===== src/rtl/ehs_pkg.sv =====
// Shared types for the block-erase hold sequencer.
// Assumes a 2-bit opcode field supplied by an upstream command decoder.
package ehs_pkg;

    typedef enum logic [1:0] {
        OP_OTHER   = 2'b00,
        OP_ERASE   = 2'b01,
        OP_SUSPEND = 2'b10,
        OP_RESUME  = 2'b11
    } ehs_op_e;

    typedef enum logic [2:0] {
        ST_IDLE  = 3'd0,
        ST_HOLD  = 3'd1,
        ST_ERASE = 3'd2,
        ST_SUSP  = 3'd3,
        ST_FAIL  = 3'd4
    } ehs_state_e;

endpackage


===== src/rtl/ehs_hold_timer.sv =====
// Hold-window countdown. A load sets the count to HOLD_CYCLES. While run is
// high the count falls to 1, and expire pulses in the cycle the count sits at 1
// with no load. Assumes HOLD_CYCLES >= 1.
module ehs_hold_timer #(
    parameter int HOLD_CYCLES = 5000
) (
    input  logic clk,
    input  logic rst_n,
    input  logic load,
    input  logic run,
    output logic expire
);
    localparam int W = $clog2(HOLD_CYCLES + 1);

    logic [W-1:0] cnt_q;

    assign expire = run && !load && (cnt_q == W'(1));

    // Reload on command, count down while the window is open.
    always_ff @(posedge clk) begin
        if (!rst_n) begin
            cnt_q <= '0;
        end else if (load) begin
            cnt_q <= W'(HOLD_CYCLES);
        end else if (run && (cnt_q > W'(1))) begin
            cnt_q <= cnt_q - W'(1);
        end
    end
endmodule


===== src/rtl/ehs_block_map.sv =====
// Pending-block bitmap, one flop per block, with a population count.
// An index at or above NUM_BLOCKS sets nothing. Clear wins over set.
module ehs_block_map #(
    parameter int NUM_BLOCKS = 8,
    parameter int IDX_W      = 3,
    parameter int CNT_W      = 4
) (
    input  logic                  clk,
    input  logic                  rst_n,
    input  logic                  set_en,
    input  logic [IDX_W-1:0]      set_idx,
    input  logic                  clr,
    output logic [NUM_BLOCKS-1:0] map,
    output logic [CNT_W-1:0]      count
);
    for (genvar i = 0; i < NUM_BLOCKS; i++) begin : g_bit
        logic mark_q;
        // Hold one block's pending mark.
        always_ff @(posedge clk) begin
            if (!rst_n) begin
                mark_q <= 1'b0;
            end else if (clr) begin
                mark_q <= 1'b0;
            end else if (set_en && (set_idx == IDX_W'(i))) begin
                mark_q <= 1'b1;
            end
        end
        assign map[i] = mark_q;
    end

    // Count the marked blocks.
    always_comb begin
        count = '0;
        for (int i = 0; i < NUM_BLOCKS; i++) begin
            count = count + CNT_W'(map[i]);
        end
    end
endmodule


===== src/rtl/ehs_erase_ctr.sv =====
// Erase progress counter. Clear zeroes it and run advances it. last is high
// while the count equals limit-1. Assumes limit >= 1 whenever last is used.
module ehs_erase_ctr #(
    parameter int W = 10
) (
    input  logic         clk,
    input  logic         rst_n,
    input  logic         clr,
    input  logic         run,
    input  logic [W-1:0] limit,
    output logic         last
);
    logic [W-1:0] cnt_q;

    assign last = (cnt_q == (limit - W'(1)));

    // Track completed erase cycles; frozen whenever run is low.
    always_ff @(posedge clk) begin
        if (!rst_n) begin
            cnt_q <= '0;
        end else if (clr) begin
            cnt_q <= '0;
        end else if (run) begin
            cnt_q <= cnt_q + W'(1);
        end
    end
endmodule


===== src/rtl/ehs_ctrl.sv =====
// Sequencer state machine: idle -> hold -> erase -> idle, with suspend and
// fail branches. Flags come straight from the state register. Assumes
// commands are one-cycle pulses.
module ehs_ctrl
    import ehs_pkg::*;
(
    input  logic       clk,
    input  logic       rst_n,
    input  logic       cmd_valid,
    input  logic [1:0] cmd_op,
    input  logic       fail_inj,
    input  logic       expire,
    input  logic       last,
    output logic       timer_load,
    output logic       timer_run,
    output logic       map_set,
    output logic       map_clr,
    output logic       ctr_clr,
    output logic       ctr_run,
    output logic       ready_o,
    output logic       timer_o,
    output logic       suspended_o
);
    ehs_state_e state_q, state_d;
    logic is_erase, is_susp, is_resume;

    assign is_erase  = cmd_valid && (cmd_op == OP_ERASE);
    assign is_susp   = cmd_valid && (cmd_op == OP_SUSPEND);
    assign is_resume = cmd_valid && (cmd_op == OP_RESUME);

    // Next-state and control-strobe decode.
    always_comb begin
        state_d    = state_q;
        timer_load = 1'b0;
        timer_run  = 1'b0;
        map_set    = 1'b0;
        map_clr    = 1'b0;
        ctr_clr    = 1'b0;
        ctr_run    = 1'b0;
        case (state_q)
            ST_IDLE, ST_FAIL: begin
                if (is_erase) begin
                    state_d    = ST_HOLD;
                    timer_load = 1'b1;
                    map_set    = 1'b1;
                end
            end
            ST_HOLD: begin
                timer_run = 1'b1;
                if (is_erase) begin
                    timer_load = 1'b1;
                    map_set    = 1'b1;
                end else if (expire) begin
                    state_d = ST_ERASE;
                    ctr_clr = 1'b1;
                end
            end
            ST_ERASE: begin
                if (fail_inj) begin
                    state_d = ST_FAIL;
                    map_clr = 1'b1;
                end else if (last) begin
                    state_d = ST_IDLE;
                    map_clr = 1'b1;
                end else if (is_susp) begin
                    state_d = ST_SUSP;
                end else begin
                    ctr_run = 1'b1;
                end
            end
            ST_SUSP: begin
                if (is_resume) begin
                    state_d = ST_ERASE;
                end
            end
            default: state_d = ST_IDLE;
        endcase
    end

    // State register.
    always_ff @(posedge clk) begin
        if (!rst_n) begin
            state_q <= ST_IDLE;
        end else begin
            state_q <= state_d;
        end
    end

    assign ready_o     = (state_q == ST_IDLE) || (state_q == ST_SUSP) || (state_q == ST_FAIL);
    assign timer_o     = (state_q == ST_ERASE) || (state_q == ST_SUSP) || (state_q == ST_FAIL);
    assign suspended_o = (state_q == ST_SUSP);
endmodule


===== src/rtl/erase_hold_seq.sv =====
// Top of the block-erase hold sequencer. Batches block-erase commands inside
// a restartable hold window, then runs a modelled erase of
// CYCLES_PER_BLOCK cycles for each marked block.
// Assumes NUM_BLOCKS >= 2, HOLD_CYCLES >= 1, CYCLES_PER_BLOCK >= 1.
module erase_hold_seq #(
    parameter int NUM_BLOCKS       = 8,
    parameter int HOLD_CYCLES      = 5000,
    parameter int CYCLES_PER_BLOCK = 64,
    localparam int IDX_W           = $clog2(NUM_BLOCKS)
) (
    input  logic                  clk,
    input  logic                  rst_n,
    input  logic                  cmd_valid,
    input  logic [1:0]            cmd_op,
    input  logic [IDX_W-1:0]      cmd_blk,
    input  logic                  fail_inj,
    output logic                  ready_o,
    output logic                  timer_o,
    output logic                  suspended_o,
    output logic [NUM_BLOCKS-1:0] pending_map
);
    localparam int CNT_W = $clog2(NUM_BLOCKS + 1);
    localparam int TOT_W = $clog2(NUM_BLOCKS * CYCLES_PER_BLOCK + 1);

    logic timer_load, timer_run, expire;
    logic map_set, map_clr, ctr_clr, ctr_run, last;
    logic [CNT_W-1:0] blk_count;
    logic [TOT_W-1:0] erase_len;

    assign erase_len = TOT_W'(blk_count) * TOT_W'(CYCLES_PER_BLOCK);

    ehs_ctrl u_ctrl (
        .clk         (clk),
        .rst_n       (rst_n),
        .cmd_valid   (cmd_valid),
        .cmd_op      (cmd_op),
        .fail_inj    (fail_inj),
        .expire      (expire),
        .last        (last),
        .timer_load  (timer_load),
        .timer_run   (timer_run),
        .map_set     (map_set),
        .map_clr     (map_clr),
        .ctr_clr     (ctr_clr),
        .ctr_run     (ctr_run),
        .ready_o     (ready_o),
        .timer_o     (timer_o),
        .suspended_o (suspended_o)
    );

    ehs_hold_timer #(.HOLD_CYCLES(HOLD_CYCLES)) u_hold (
        .clk    (clk),
        .rst_n  (rst_n),
        .load   (timer_load),
        .run    (timer_run),
        .expire (expire)
    );

    ehs_block_map #(.NUM_BLOCKS(NUM_BLOCKS), .IDX_W(IDX_W), .CNT_W(CNT_W)) u_map (
        .clk     (clk),
        .rst_n   (rst_n),
        .set_en  (map_set),
        .set_idx (cmd_blk),
        .clr     (map_clr),
        .map     (pending_map),
        .count   (blk_count)
    );

    ehs_erase_ctr #(.W(TOT_W)) u_ctr (
        .clk   (clk),
        .rst_n (rst_n),
        .clr   (ctr_clr),
        .run   (ctr_run),
        .limit (erase_len),
        .last  (last)
    );
endmodule


===== config.mk =====
export PLATFORM = sky130hd
export DESIGN_NAME = erase_hold_seq
export DESIGN_NICKNAME = d
export VERILOG_FILES = /design/src/rtl/ehs_pkg.sv /design/src/rtl/ehs_hold_timer.sv /design/src/rtl/ehs_block_map.sv /design/src/rtl/ehs_erase_ctr.sv /design/src/rtl/ehs_ctrl.sv /design/src/rtl/erase_hold_seq.sv
export SDC_FILE = /design/constraint.sdc
export NUM_CORES = 1
export LEC_CHECK = 0
export ABC_AREA = 0
export BUFFER_PORTS_ARGS = -buffer_cell sky130_fd_sc_hd__buf_2
export CORE_UTILIZATION = 55
export CTS_CLUSTER_DIAMETER = 100
export DETAILED_ROUTE_END_ITERATION = 7
export GPL_TIMING_DRIVEN = 0
export PLACE_DENSITY = 0.87
export SYNTH_ARGS = -nofsm -noshare
export SYNTH_HDL_FRONTEND = slang
export SYNTH_SLANG_ARGS = --single-unit
export TNS_END_PERCENT = 20

===== constraint.sdc =====
create_clock -name clk -period 9.55 [get_ports clk]
set_input_delay 0.4775 -clock clk [delete_from_list [all_inputs] [get_ports clk]]
set_output_delay 0.4775 -clock clk [all_outputs]
set_load 0.05 [all_outputs]

==> flow_metrics.tcl <==
set metrics [dict create \
    status "complete, no violations" \
    muxShareOfSynthArea 0.00510 \
    core_area_um2 3390 \
    yosysWarnings 0 \
    drtIter0Drc 58 \
    fillers 279 \
    synth_ff_type "dfxtp_1" \
    area_growth_pct 11.7 \
    worstPathRequired_ns 9.76 \
    num_rows 21 \
    switchingPower_uw 81.6 \
    p_clk_frac 0.341 \
    synth_nets 251 \
    power_density_nw_per_um2 138 \
    p_int_uw 220 \
    grt_pass1_vias 1345 \
    synth_simple_gate_area_frac 0.217 \
    drv_slew 0 \
    worst_slack_ns 5.15 \
    hpwl_mm 2.81 \
    pwr-share-comb 0.150 \
    setup_tns_ns 0 \
    place_ws_ns 5.13 \
    syn-mean-instance-area_um2 8.49 \
    die_y_um 61.7 \
    syn_area_um2 1960 \
    grt_max_degree 12 \
    crit_arrival_ns 4.61 \
    clk_path_buf_depth 2 \
    drtAntennaViolNets 0 \
    dp_cells 296 \
    io_pins 20 \
    cts_sinks 34 \
    cts_resized 0 \
    portBuffers 19 \
    fmax_mhz 227 \
    cts_hold_buf 0 \
    start_util 0.579 \
    drt-total-wl_mm 3.74 \
    antenna_cells 0 \
    power.share.switching 0.271 \
    synthCells 231 \
    vias 1722 \
    synth_seq_area_share 0.347 \
    fin_crit_sh 0.460 \
    leakagePower_nw 0.865 \
    synth_fa_ha_area_frac 0.0855 \
    synth_cell_types 49 \
    crit_path_end_kind "register" \
    final_layout_size_suffix_gt1_frac 0.174 \
    cts_tree "yes" \
    insertion_delay_ns 0.33 \
    holdPathStages 3 \
    vdd_drop_max_uv 131 \
    drv_cap 0 \
    hp-class "input port to register" \
    antenna_found_initial 0 \
    htreeDepth 2 \
    synthArstFlopShare 0 \
    die_area_um2 3810 \
    cts-root-buf "clkbuf_4" \
    finalSetupViolCount 0 \
    die_x_um 61.7 \
    vias_per_cell 5.66 \
    cts.clk_slew.worst_paths_ns 0.10 \
    cts_setup_buffers 0 \
    slew_headroom 0.668 \
    finalHoldViolCount 0 \
    finClkSkew_ns 0.00835 \
    path_class "register to register" \
    post-route-drc-count 0 \
    grt.total_usage 0.203 \
    worst-path-max-fanout 10 \
    gp_congestion 0.846 \
    synth_edf_count 0 \
    r2r_cells 14 \
    instances_no_fill 304 \
    synth_xor_area_frac 0.0670 \
    fin_crit_ns 4.40 \
    cts_buffers 5 \
    yosysMostFrequentCell "dfxtp_1" \
    synth_top_family_by_area "simple AND/OR/NAND/NOR gates" \
    start_kind "register" \
    routedWlPerCell_um 12.3 \
    p_seq_frac 0.508 \
    grt.overflow.total 0 \
    dr.pass1.iters 4 \
    yosys.area.top_type "dfxtp_1" \
    layout.nets 277 \
    synth_top_area_share 0.347 \
    synth_common_cells "34 x dfxtp_1, 21 x a21oi_1, 17 x inv_1, 17 x nor3_1, 15 x nor2_1" \
    synth-seq-cells 34 \
    tightest_slew_ns 0.496 \
    grt_pass1_wl_mm 5.72 \
    rsz0062_at_grt "false" \
    synth_area_leaders "dfxtp_1 35%, a21oi_1 5.4%, ha_1 4.5%" \
    synth-compound-area-share 0.193 \
]
## state kept, by name, summed over array words and instances (netlist names)
register and flops:
u_ctrl.state_q 3, u_ctr.cnt_q 10, u_hold.cnt_q 13, u_map.g_bit.mark_q 8
## power by group through the flow
stage	Combinational (mW)	Clock (mW)	Sequential (mW)
after floorplan	0.0351	0	0.155
after detailed placement	0.0450	0	0.156
after global placement	0.0438	0	0.156
final	0.0453	0.103	0.153
after global routing	0.0504	0.110	0.154
after CTS	0.0454	0.106	0.153
## layer usage
layer	vias to the layer above	global-route usage	share of wire
met5	-	0	0
met4	0	0.0730	0.010
met3	4	0.0580	0.045
met2	41	0.301	0.47
met1	807	0.284	0.48
li1	870	-	-
## per-stage QoR
stage | utilization | power [mW] | hold WS [ns] | instance area [um^2]
after floorplan | - | 0.190 | 0.454 | 1960
after global routing | 0.647 | 0.315 | 0.468 | 2190
after detailed placement | 0.624 | 0.201 | 0.476 | 2110
after global placement | 0.624 | 0.200 | 0.467 | 2110
final | 0.647 | 0.302 | 0.451 | 2190
after CTS | 0.647 | 0.304 | 0.428 | 2190
## critical path, stage by stage, from the launching register on
cell and delay (ns):
dfxtp_1 0.35, ha_1 0.27, inv_1 0.04, fa_1 0.49
fa_1 0.43, fa_1 0.42, fa_1 0.57, ha_1 0.26
xnor2_1 0.12, or4_1 0.49, a22oi_1 0.27, buf_6 0.17
buf_6 0.14, mux2i_1 0.19, nor2_1 0.05
## layout by cell type (no fill, tap or decap), types with 7 or more instances in the layout
master / netlist / final
a21oi_1: 21 / 21
buf_2: 1 / 20
buf_4: 9 / 9
dfxtp_1: 34 / 34
ha_1: 7 / 7
inv_1: 17 / 17
nand2_1: 10 / 10
nand3_1: 7 / 7
nor2_1: 15 / 15
nor3_1: 17 / 17
o21ai_0: 9 / 9
or3_1: 11 / 11
xnor2_1: 10 / 10
## area by class of cell
class,instances,area (um^2),share of cell area
Clock inverter,3,40.0,0.0183
Clock buffer,5,37.5,0.0171
Tap cell,46,57.6,0.0263
Sequential cell,34,681,0.311
Timing Repair Buffer,19,95.1,0.0434
Multi-Input combinational cell,166,1110,0.509
Inverter,17,63.8,0.0291
Buffer,14,103,0.0468
## kinds of logic after synthesis
logic type	Yosys count
buffers and inverters	31
XOR/XNOR	15
multiplexers	1
flip-flops	34
AND/OR/NAND/NOR	80
AO/OA/AOI/OAI	59
adder cells (fa/ha/maj)	11
## final timing paths
kind / startpoint / endpoint / slack, ns
min: fail_inj / u_ctrl.state_q[2]$_SDFFE_PN0P_ / 0.45
max reg2reg: u_map.g_bit[0].mark_q$_SDFFE_PP0P_ / u_ctr.cnt_q[1]$_SDFFE_PP0P_ / 5.15
max: u_map.g_bit[0].mark_q$_SDFFE_PP0P_ / u_ctr.cnt_q[1]$_SDFFE_PP0P_ / 5.15
min reg2reg: u_ctr.cnt_q[4]$_SDFFE_PP0P_ / u_ctr.cnt_q[4]$_SDFFE_PP0P_ / 0.49
(Power assumes the default switching activity.)
